$ cat src/rtl/serial_regblock_pkg.sv
// Package: shared bit positions and control decode type for the serial
// register block. Assumes an 8-bit or wider data path.
package serial_regblock_pkg;
    localparam int ST_RXFULL  = 0;
    localparam int ST_TXEMPTY = 1;
    localparam int ST_OVERRUN = 5;
    localparam int ST_IRQ     = 7;
    localparam int CT_RXIE    = 7;
    localparam int CT_TXHI    = 6;
    localparam int CT_TXLO    = 5;

    typedef struct packed {
        logic rx_ie;
        logic tx_ie;
    } irq_en_t;
endpackage

$ cat src/rtl/serial_regblock_ctrl.sv
// Control register: stores the control byte, decodes interrupt enables
// and flags a master-reset write. Assumes DATA_W >= 8.
module serial_regblock_ctrl
    import serial_regblock_pkg::*;
#(
    parameter int DATA_W = 8
) (
    input  logic              clk,
    input  logic              rst_n,
    input  logic              wr_en,
    input  logic [DATA_W-1:0] wdata,
    output irq_en_t           en,
    output logic              mreset
);
    logic [DATA_W-1:0] ctrl_q;

    // Holds the last written control byte.
    always_ff @(posedge clk) begin
        if (!rst_n)     ctrl_q <= '0;
        else if (wr_en) ctrl_q <= wdata;
    end

    // Decodes enables from the stored byte and master reset from the write.
    always_comb begin
        en.rx_ie = ctrl_q[CT_RXIE];
        en.tx_ie = (ctrl_q[CT_TXHI:CT_TXLO] == 2'b01);
        mreset   = wr_en && (wdata[1:0] == 2'b11);
    end
endmodule

$ cat src/rtl/serial_regblock_rx.sv
// Receive holding: one-byte buffer with full and overrun flags. A consuming
// read and an arrival in the same cycle count as an arrival into an empty
// buffer. Assumes rx_valid is a one-cycle strobe.
module serial_regblock_rx #(
    parameter int DATA_W = 8
) (
    input  logic              clk,
    input  logic              rst_n,
    input  logic              rx_valid,
    input  logic [DATA_W-1:0] rx_byte,
    input  logic              consume,
    input  logic              mreset,
    output logic [DATA_W-1:0] buf_q,
    output logic              full_q,
    output logic              ovr_q,
    output logic              fresh
);
    logic ovr_set;

    // Classifies an arrival as landing fresh or overrunning.
    always_comb begin
        fresh   = rx_valid && (!full_q || consume);
        ovr_set = rx_valid && full_q && !consume;
    end

    // Captures every arriving byte, newest wins.
    always_ff @(posedge clk) begin
        if (!rst_n)        buf_q <= '0;
        else if (rx_valid) buf_q <= rx_byte;
    end

    // Tracks full and overrun; master reset dominates.
    always_ff @(posedge clk) begin
        if (!rst_n || mreset) begin
            full_q <= 1'b0;
            ovr_q  <= 1'b0;
        end else begin
            full_q <= rx_valid || (full_q && !consume);
            ovr_q  <= ovr_set || (ovr_q && !consume);
        end
    end
endmodule

$ cat src/rtl/serial_regblock_tx.sv
// Transmit holding: one-byte buffer loaded by the bus and drained by the
// shifter's take strobe. A load in the take cycle keeps the buffer full.
module serial_regblock_tx #(
    parameter int DATA_W = 8
) (
    input  logic              clk,
    input  logic              rst_n,
    input  logic              load,
    input  logic [DATA_W-1:0] wdata,
    input  logic              take,
    input  logic              mreset,
    output logic [DATA_W-1:0] buf_q,
    output logic              empty_q,
    output logic              drained
);
    // Flags a take that actually removes a byte.
    always_comb drained = take && !empty_q;

    // Holds the byte offered to the shifter.
    always_ff @(posedge clk) begin
        if (!rst_n)    buf_q <= '0;
        else if (load) buf_q <= wdata;
    end

    // Tracks emptiness; master reset dominates, then load, then take.
    always_ff @(posedge clk) begin
        if (!rst_n || mreset) empty_q <= 1'b1;
        else if (load)        empty_q <= 1'b0;
        else if (take)        empty_q <= 1'b1;
    end
endmodule

$ cat src/rtl/serial_regblock_irq.sv
// Interrupt latch: set by enabled events, cleared by a status
// acknowledge; master reset clears it and set beats acknowledge.
module serial_regblock_irq
    import serial_regblock_pkg::*;
(
    input  logic    clk,
    input  logic    rst_n,
    input  irq_en_t en,
    input  logic    rx_fresh,
    input  logic    tx_drained,
    input  logic    ack,
    input  logic    mreset,
    output logic    irq_q
);
    logic raise;

    // Combines the enabled interrupt sources.
    always_comb raise = (en.rx_ie && rx_fresh) || (en.tx_ie && tx_drained);

    // Updates the registered request line.
    always_ff @(posedge clk) begin
        if (!rst_n || mreset) irq_q <= 1'b0;
        else if (raise)       irq_q <= 1'b1;
        else if (ack)         irq_q <= 1'b0;
    end
endmodule

$ cat src/rtl/serial_regblock.sv
// Top: bus decode, status assembly and read mux for the serial adapter
// register block. Assumes one bus access per cycle and DATA_W >= 8.
module serial_regblock
    import serial_regblock_pkg::*;
#(
    parameter int DATA_W = 8
) (
    input  logic              clk,
    input  logic              rst_n,
    input  logic              bus_sel,
    input  logic              bus_wr,
    input  logic              bus_addr,
    input  logic [DATA_W-1:0] bus_wdata,
    input  logic              bus_peek,
    output logic [DATA_W-1:0] rd_data,
    input  logic              rx_valid,
    input  logic [DATA_W-1:0] rx_byte,
    output logic              tx_pending,
    output logic [DATA_W-1:0] tx_byte,
    input  logic              tx_take,
    output logic              irq
);
    logic              wr_ctrl, wr_data, rd_any, rd_stat_fx, rd_data_fx;
    logic              mreset, rx_fresh, tx_drained;
    logic              rx_full, rx_ovr, tx_empty;
    logic [DATA_W-1:0] rx_buf, status;
    irq_en_t           en;

    // Splits bus cycles into register actions.
    always_comb begin
        wr_ctrl    = bus_sel &&  bus_wr && !bus_addr;
        wr_data    = bus_sel &&  bus_wr &&  bus_addr;
        rd_any     = bus_sel && !bus_wr;
        rd_stat_fx = rd_any && !bus_addr && !bus_peek;
        rd_data_fx = rd_any &&  bus_addr && !bus_peek;
    end

    serial_regblock_ctrl #(.DATA_W(DATA_W)) u_ctrl (
        .clk(clk), .rst_n(rst_n), .wr_en(wr_ctrl), .wdata(bus_wdata),
        .en(en), .mreset(mreset)
    );

    serial_regblock_rx #(.DATA_W(DATA_W)) u_rx (
        .clk(clk), .rst_n(rst_n), .rx_valid(rx_valid), .rx_byte(rx_byte),
        .consume(rd_data_fx), .mreset(mreset), .buf_q(rx_buf),
        .full_q(rx_full), .ovr_q(rx_ovr), .fresh(rx_fresh)
    );

    serial_regblock_tx #(.DATA_W(DATA_W)) u_tx (
        .clk(clk), .rst_n(rst_n), .load(wr_data), .wdata(bus_wdata),
        .take(tx_take), .mreset(mreset), .buf_q(tx_byte),
        .empty_q(tx_empty), .drained(tx_drained)
    );

    serial_regblock_irq u_irq (
        .clk(clk), .rst_n(rst_n), .en(en), .rx_fresh(rx_fresh),
        .tx_drained(tx_drained), .ack(rd_stat_fx), .mreset(mreset),
        .irq_q(irq)
    );

    // Assembles the status byte from the flags.
    always_comb begin
        status             = '0;
        status[ST_RXFULL]  = rx_full;
        status[ST_TXEMPTY] = tx_empty;
        status[ST_OVERRUN] = rx_ovr;
        status[ST_IRQ]     = irq;
    end

    // Selects read data for the addressed location.
    always_comb begin
        if (!rd_any)       rd_data = '0;
        else if (bus_addr) rd_data = rx_buf;
        else               rd_data = status;
    end

    assign tx_pending = !tx_empty;
endmodule

$ cat config.mk
export PLATFORM = sky130hd
export DESIGN_NAME = serial_regblock
export DESIGN_NICKNAME = d
export VERILOG_FILES = /design/src/rtl/serial_regblock_pkg.sv /design/src/rtl/serial_regblock_ctrl.sv /design/src/rtl/serial_regblock_rx.sv /design/src/rtl/serial_regblock_tx.sv /design/src/rtl/serial_regblock_irq.sv /design/src/rtl/serial_regblock.sv
export SDC_FILE = /design/constraint.sdc
export NUM_CORES = 1
export LEC_CHECK = 0
export ABC_CLOCK_PERIOD_IN_PS = 2300
export BUFFER_PORTS_ARGS = -buffer_cell sky130_fd_sc_hd__clkbuf_2
export CAP_MARGIN = 20
export CORE_MARGIN = 1.5
export CORE_UTILIZATION = 44
export CTS_CLUSTER_DIAMETER = 30
export CTS_CLUSTER_SIZE = 28
export DETAILED_ROUTE_END_ITERATION = 8
export GPL_TIMING_DRIVEN = 0
export PLACE_DENSITY = 0.76
export SYNTH_ARGS = -nofsm -noshare
export SYNTH_HDL_FRONTEND = slang
export SYNTH_HIERARCHICAL = 1
export SYNTH_SLANG_ARGS = --single-unit
$ cat constraint.sdc
create_clock -name clk -period 2.3 [get_ports clk]
set_clock_uncertainty 0.2 [all_clocks]
set_input_delay 0.345 -clock clk [delete_from_list [all_inputs] [get_ports clk]]
set_output_delay 0.345 -clock clk [all_outputs]
set_load 0.05 [all_outputs]
* Word level (Yosys, flattened, before mapping)
Index checks and enable logic that the tools add are counted.
** Operators by class
- Eq/ne operators :: 2
- Muxes and demuxes :: 6
- Reductions and logical operators :: 31
** Operators with widths (number)
- logical AND 1 bit :: 17
- 2-to-1 mux 8 bit :: 2
- zero test 1 bit :: 7
- logical OR 1 bit :: 5
- 2-to-1 mux 1 bit :: 4
- nonzero test 2 bit :: 2
- equality test 2 x 1 -> 1 bit (second input constant) :: 1
- equality test 2 bit (second input constant) :: 1
** Storage, ports and cells
- Register bits :: 28
- Bits of input ports :: 24
- Word-level logic and storage cells :: 46

* Depth between registers and ports, before layout
- Depth in word-level cells :: 9
- Mapped depth :: 7

* Modules after synthesis
The synthesis kept the hierarchy.
** By module, submodules not included
- serial_regblock_rx :: instances 1, cells each 34, area each 380.4 um^2, seq. area each 200.2 um^2
- serial_regblock_tx :: instances 1, cells each 30, area each 342.8 um^2, seq. area each 180.2 um^2
- serial_regblock :: instances 1, cells each 21, area each 143.9 um^2, seq. area each 0.0 um^2
- serial_regblock_ctrl :: instances 1, cells each 12, area each 130.1 um^2, seq. area each 60.1 um^2
- serial_regblock_irq :: instances 1, cells each 6, area each 46.3 um^2, seq. area each 20.0 um^2

* Worst setup path after synthesis
No wires, ideal clock.
- Path type :: input -> output
- Start point :: input port bus_addr
- End point :: output port rd_data[2]
- Arrival :: 1.739 ns
- Path slack :: 0.016 ns
- Stages on the path :: 3
- Buffers on the path :: 1
- Cells stage by stage :: buf_4 -> nand2_2 -> nor3b_1
** On the way
- Cells in the longest elaborated chain, start to end :: 2
** Ends and longest elaborated chain
- from (decl) :: RTL line serial_regblock.sv:12 : input logic bus_addr,
- 2-to-1 mux 8 bit :: RTL line serial_regblock.sv:73 : else if (bus_addr) rd_data = rx_buf;
- 2-to-1 mux 8 bit :: RTL line serial_regblock.sv:72 : if (!rd_any) rd_data = '0;
- to (decl) :: RTL line serial_regblock.sv:15 : output logic [DATA_W-1:0] rd_data,
Every way passes these cells.

* Final worst setup path
- Start point :: input port bus_wr
- End point :: output port rd_data[7]
** On the way
- Cells in the longest elaborated chain, start to end :: 3
** Ends and longest elaborated chain
- from (decl) :: RTL line serial_regblock.sv:11 : input logic bus_wr,
- zero test 1 bit :: RTL line serial_regblock.sv:33 : rd_any = bus_sel && !bus_wr;
- logical AND 1 bit :: RTL line serial_regblock.sv:33
- 2-to-1 mux 8 bit :: RTL line serial_regblock.sv:72
Every way passes these cells.

==> summary.md <==
| Metric | Value |
|---|---|
| Status | `finished clean` |
| Pin count of the biggest net entering global routing | `23` |
| Placement Rows | `17` |
| Worst vdd ir | `0.324 mV` |
| Crit path kind | `input pin to output port` |
| Worst Hold Path Cells | `3` |
| Post_cts resized | `0` |
| Final setup viols | `0` |
| Post-synthesis sequential area ratio | `44.1%` |
| P&R area growth vs syn | `25.1%` |
| Met2 wire length | `942 um` |
| Die Wd | `51.7 um` |
| FF/Latch Area | `460 um^2` |
| Initial antenna violation count | `0` |
| Clock root buffer | `clkbuf_4` |
| Minimum clock period | `1.70 ns` |
| Area of the multi-input gates | `534 um^2` |
| Worst setup EP type | `output port` |
| DR iter-0 viols | `4` |
| Setup Buffers After CTS | `0` |
| Peak Freq | `0.587 GHz` |
| Pwr per Cell Area | `565 nW/um^2` |
| Die ar. | `2670 um^2` |
| Synth cell types | `20` |
| CP arrival | `1.16 ns` |
| Vias post-DR | `802` |
| Total Power | `0.737 mW` |
| Gpl congestion | `0.745` |
| Maximum fanout along the worst path | `8` |
| Net Count, Synth | `127` |
| ANT cells | `0` |
| Die extent in y | `51.7 um` |
| Slew HR | `78.7%` |
| Crit path launch type | `input pin` |
| Hold Crit Class | `input pin to flip-flop` |
| Synthesized instance count | `103` |
| Drt via density | `4.58` |
| Share of cells above drive strength 1 | `34.7%` |
| Clk pin slew, worst setup/hold paths | `0.12 ns` |
| Num Clock Sinks | `23` |
| Final Hold Viols | `0` |
| Clock Tree Buf Depth | `2` |
| Cell Area, Synth | `1040 um^2` |
| Sum of negative setup slack | `0 ns` |
| H-tree lvl count | `1` |
| Maxcap violations | `0` |
| Initial core utilization | `46.7%` |
| DR pass1 iterations | `2` |
| # IOs | `42` |
| Routed WL | `1950 um` |
| Post-synthesis average cell area | `10.1 um^2` |
| Switching Fraction | `26.7%` |
| Placed cells | `171` |
| Combinational share of power | `18.1%` |
| Core Box Area | `2230 um^2` |
| DP HPWL | `1500 um` |
| Slew Viols, Final | `0` |
| Gr usage total | `16.5%` |
| Worst R2R Path Depth | `4` |
| Average wire per standard cell | `11.1 um` |
| DRC violations left | `0` |
| Fin crit share | `74.0%` |
| Hold Buf Count CTS | `0` |
| Worst EP required | `1.75 ns` |
| CTS buffer count | `3` |
| Filler cell count | `224` |
| Core Util, Final | `58.4%` |
| RSZ-0062 raised after global routing | `no` |
| Pleak | `0.606 nW` |
| M1 wire length | `914 um` |
| Routed Antenna Nets | `0` |
| Pint | `0.541 mW` |
| Highest routed layer | `met3` |
| Layout Nets | `172` |
| CTS tree | `yes` |
| GRT Residual Overflow | `0` |
| Seq pwr share | `57.8%` |
| Final non-filler cell total | `175` |
| Port Buffers | `40` |
| Met3 routed WL | `93 um` |
| Yosys reg bits | `23` |
| Slew @ Worst Pin | `0.320 ns` |
| Clk_lat worst skew | `0.30 ns` |
| Synth warn | `6` |
| Clk pwr share | `24.1%` |
| Psw | `0.196 mW` |
| Global-route wire length before repair | `3310 um` |
| Vias in the first global route | `791` |
## sequential cells by signal, indices dropped and copies added (netlist names)
name / cells
u_tx/buf_q: 8
u_rx/buf_q: 8
u_irq/irq_q: 1
u_rx/ovr_q: 1
u_rx/full_q: 1
u_tx/empty_q: 1
u_ctrl/ctrl_q: 3
## through the flow
step	hold WS [ns]	cell area [um^2]	worst slack, ns
6_report	0.0927	1310	0.597
5_1_grt	0.0877	1310	0.514
4_1_cts	0.0826	1310	0.582
3_5_place_dp	0.299	1280	0.582
3_3_place_gp	0.290	1280	0.599
2_1_floorplan	0.263	1040	0.0159
## worst max-delay path, cell delays in order
cell and delay, ns:
clkbuf_2 0.14, nand2b_1 0.24, nor2_1 0.14, clkbuf_2 0.28
## area by class of cell
cell class | instances | area share, %
multi-input cells | 73 | 40.9
inverters | 3 | 0.863
flip-flops and latches | 23 | 35.3
clock buffers | 4 | 2.01
repair buffers | 40 | 15.3
plain buffers | 4 | 2.88
well taps | 28 | 2.68
## Yosys cell counts
| library cell | n | area, um^2 |
|---|---|---|
| nand2_1 | 3 | 11.3 |
| nor2b_1 | 22 | 138 |
| and3b_1 | 1 | 8.76 |
| inv_1 | 3 | 11.3 |
| nor3_1 | 2 | 10.0 |
| and2_2 | 1 | 7.51 |
| nor2_1 | 6 | 22.5 |
| mux2i_1 | 23 | 230 |
| and3_2 | 1 | 7.51 |
| dfxtp_1 | 23 | 460 |
| nor3b_1 | 3 | 22.5 |
| nor4b_2 | 1 | 15.0 |
| nand2_2 | 1 | 6.26 |
| and3_1 | 1 | 6.26 |
| a21oi_1 | 2 | 10.0 |
| o21ai_0 | 1 | 5.00 |
| a311oi_1 | 1 | 8.76 |
| buf_4 | 2 | 15.0 |
| buf_6 | 2 | 22.5 |
| nand2b_1 | 4 | 25.0 |
## placed cells by master (no fill, tap or decap), types with 3 or more instances in the layout
cell,instances
nor2_1,6
clkbuf_2,40
nor2b_1,22
nor3b_1,3
dfxtp_1,23
nand2b_1,4
mux2i_1,23
inv_1,3
nand2_1,3
clkbuf_4,3
## worst paths after layout
| kind | from | end | slack [ns] |
|---|---|---|---|
| worst min-delay path | rx_byte[3] | u_rx/buf_q[3]$_SDFFE_PN0P_ | 0.09 |
| worst max register to register | u_rx/full_q$_SDFF_PP0_ | u_irq/irq_q$_SDFFE_PP0P_ | 1.24 |
| worst max-delay path | bus_wr | rd_data[7] | 0.60 |
| worst min register to register | u_rx/ovr_q$_SDFF_PP0_ | u_rx/ovr_q$_SDFF_PP0_ | 0.32 |
## power groups by stage
stage / Combinational (mW) / Sequential (mW) / Clock [mW]
floorplan: 0.0734 / 0.451 / 0
global route: 0.146 / 0.429 / 0.200
detailed placement: 0.135 / 0.435 / 0
finish: 0.133 / 0.426 / 0.178
global placement: 0.131 / 0.434 / 0
CTS: 0.135 / 0.427 / 0.187
## cell families (layout without fill, tap and decap cells)
kind of cell	count (synthesis)	after routing	share of synthesized area, %
flops	23	23	44.1
simple gates	46	46	26.9
buf+inv	7	51	4.68
compound gates	4	4	2.28
mux	23	23	22.1
## routing by layer
metal / up-vias / GRT usage (%)
met2: 26 / 30.3
met4: 0 / 5.26
li1: 431 / -
met5: - / 0
met3: 0 / 2.59
met1: 345 / 19.4
Note: power is estimated with default switching activity, not from simulation.
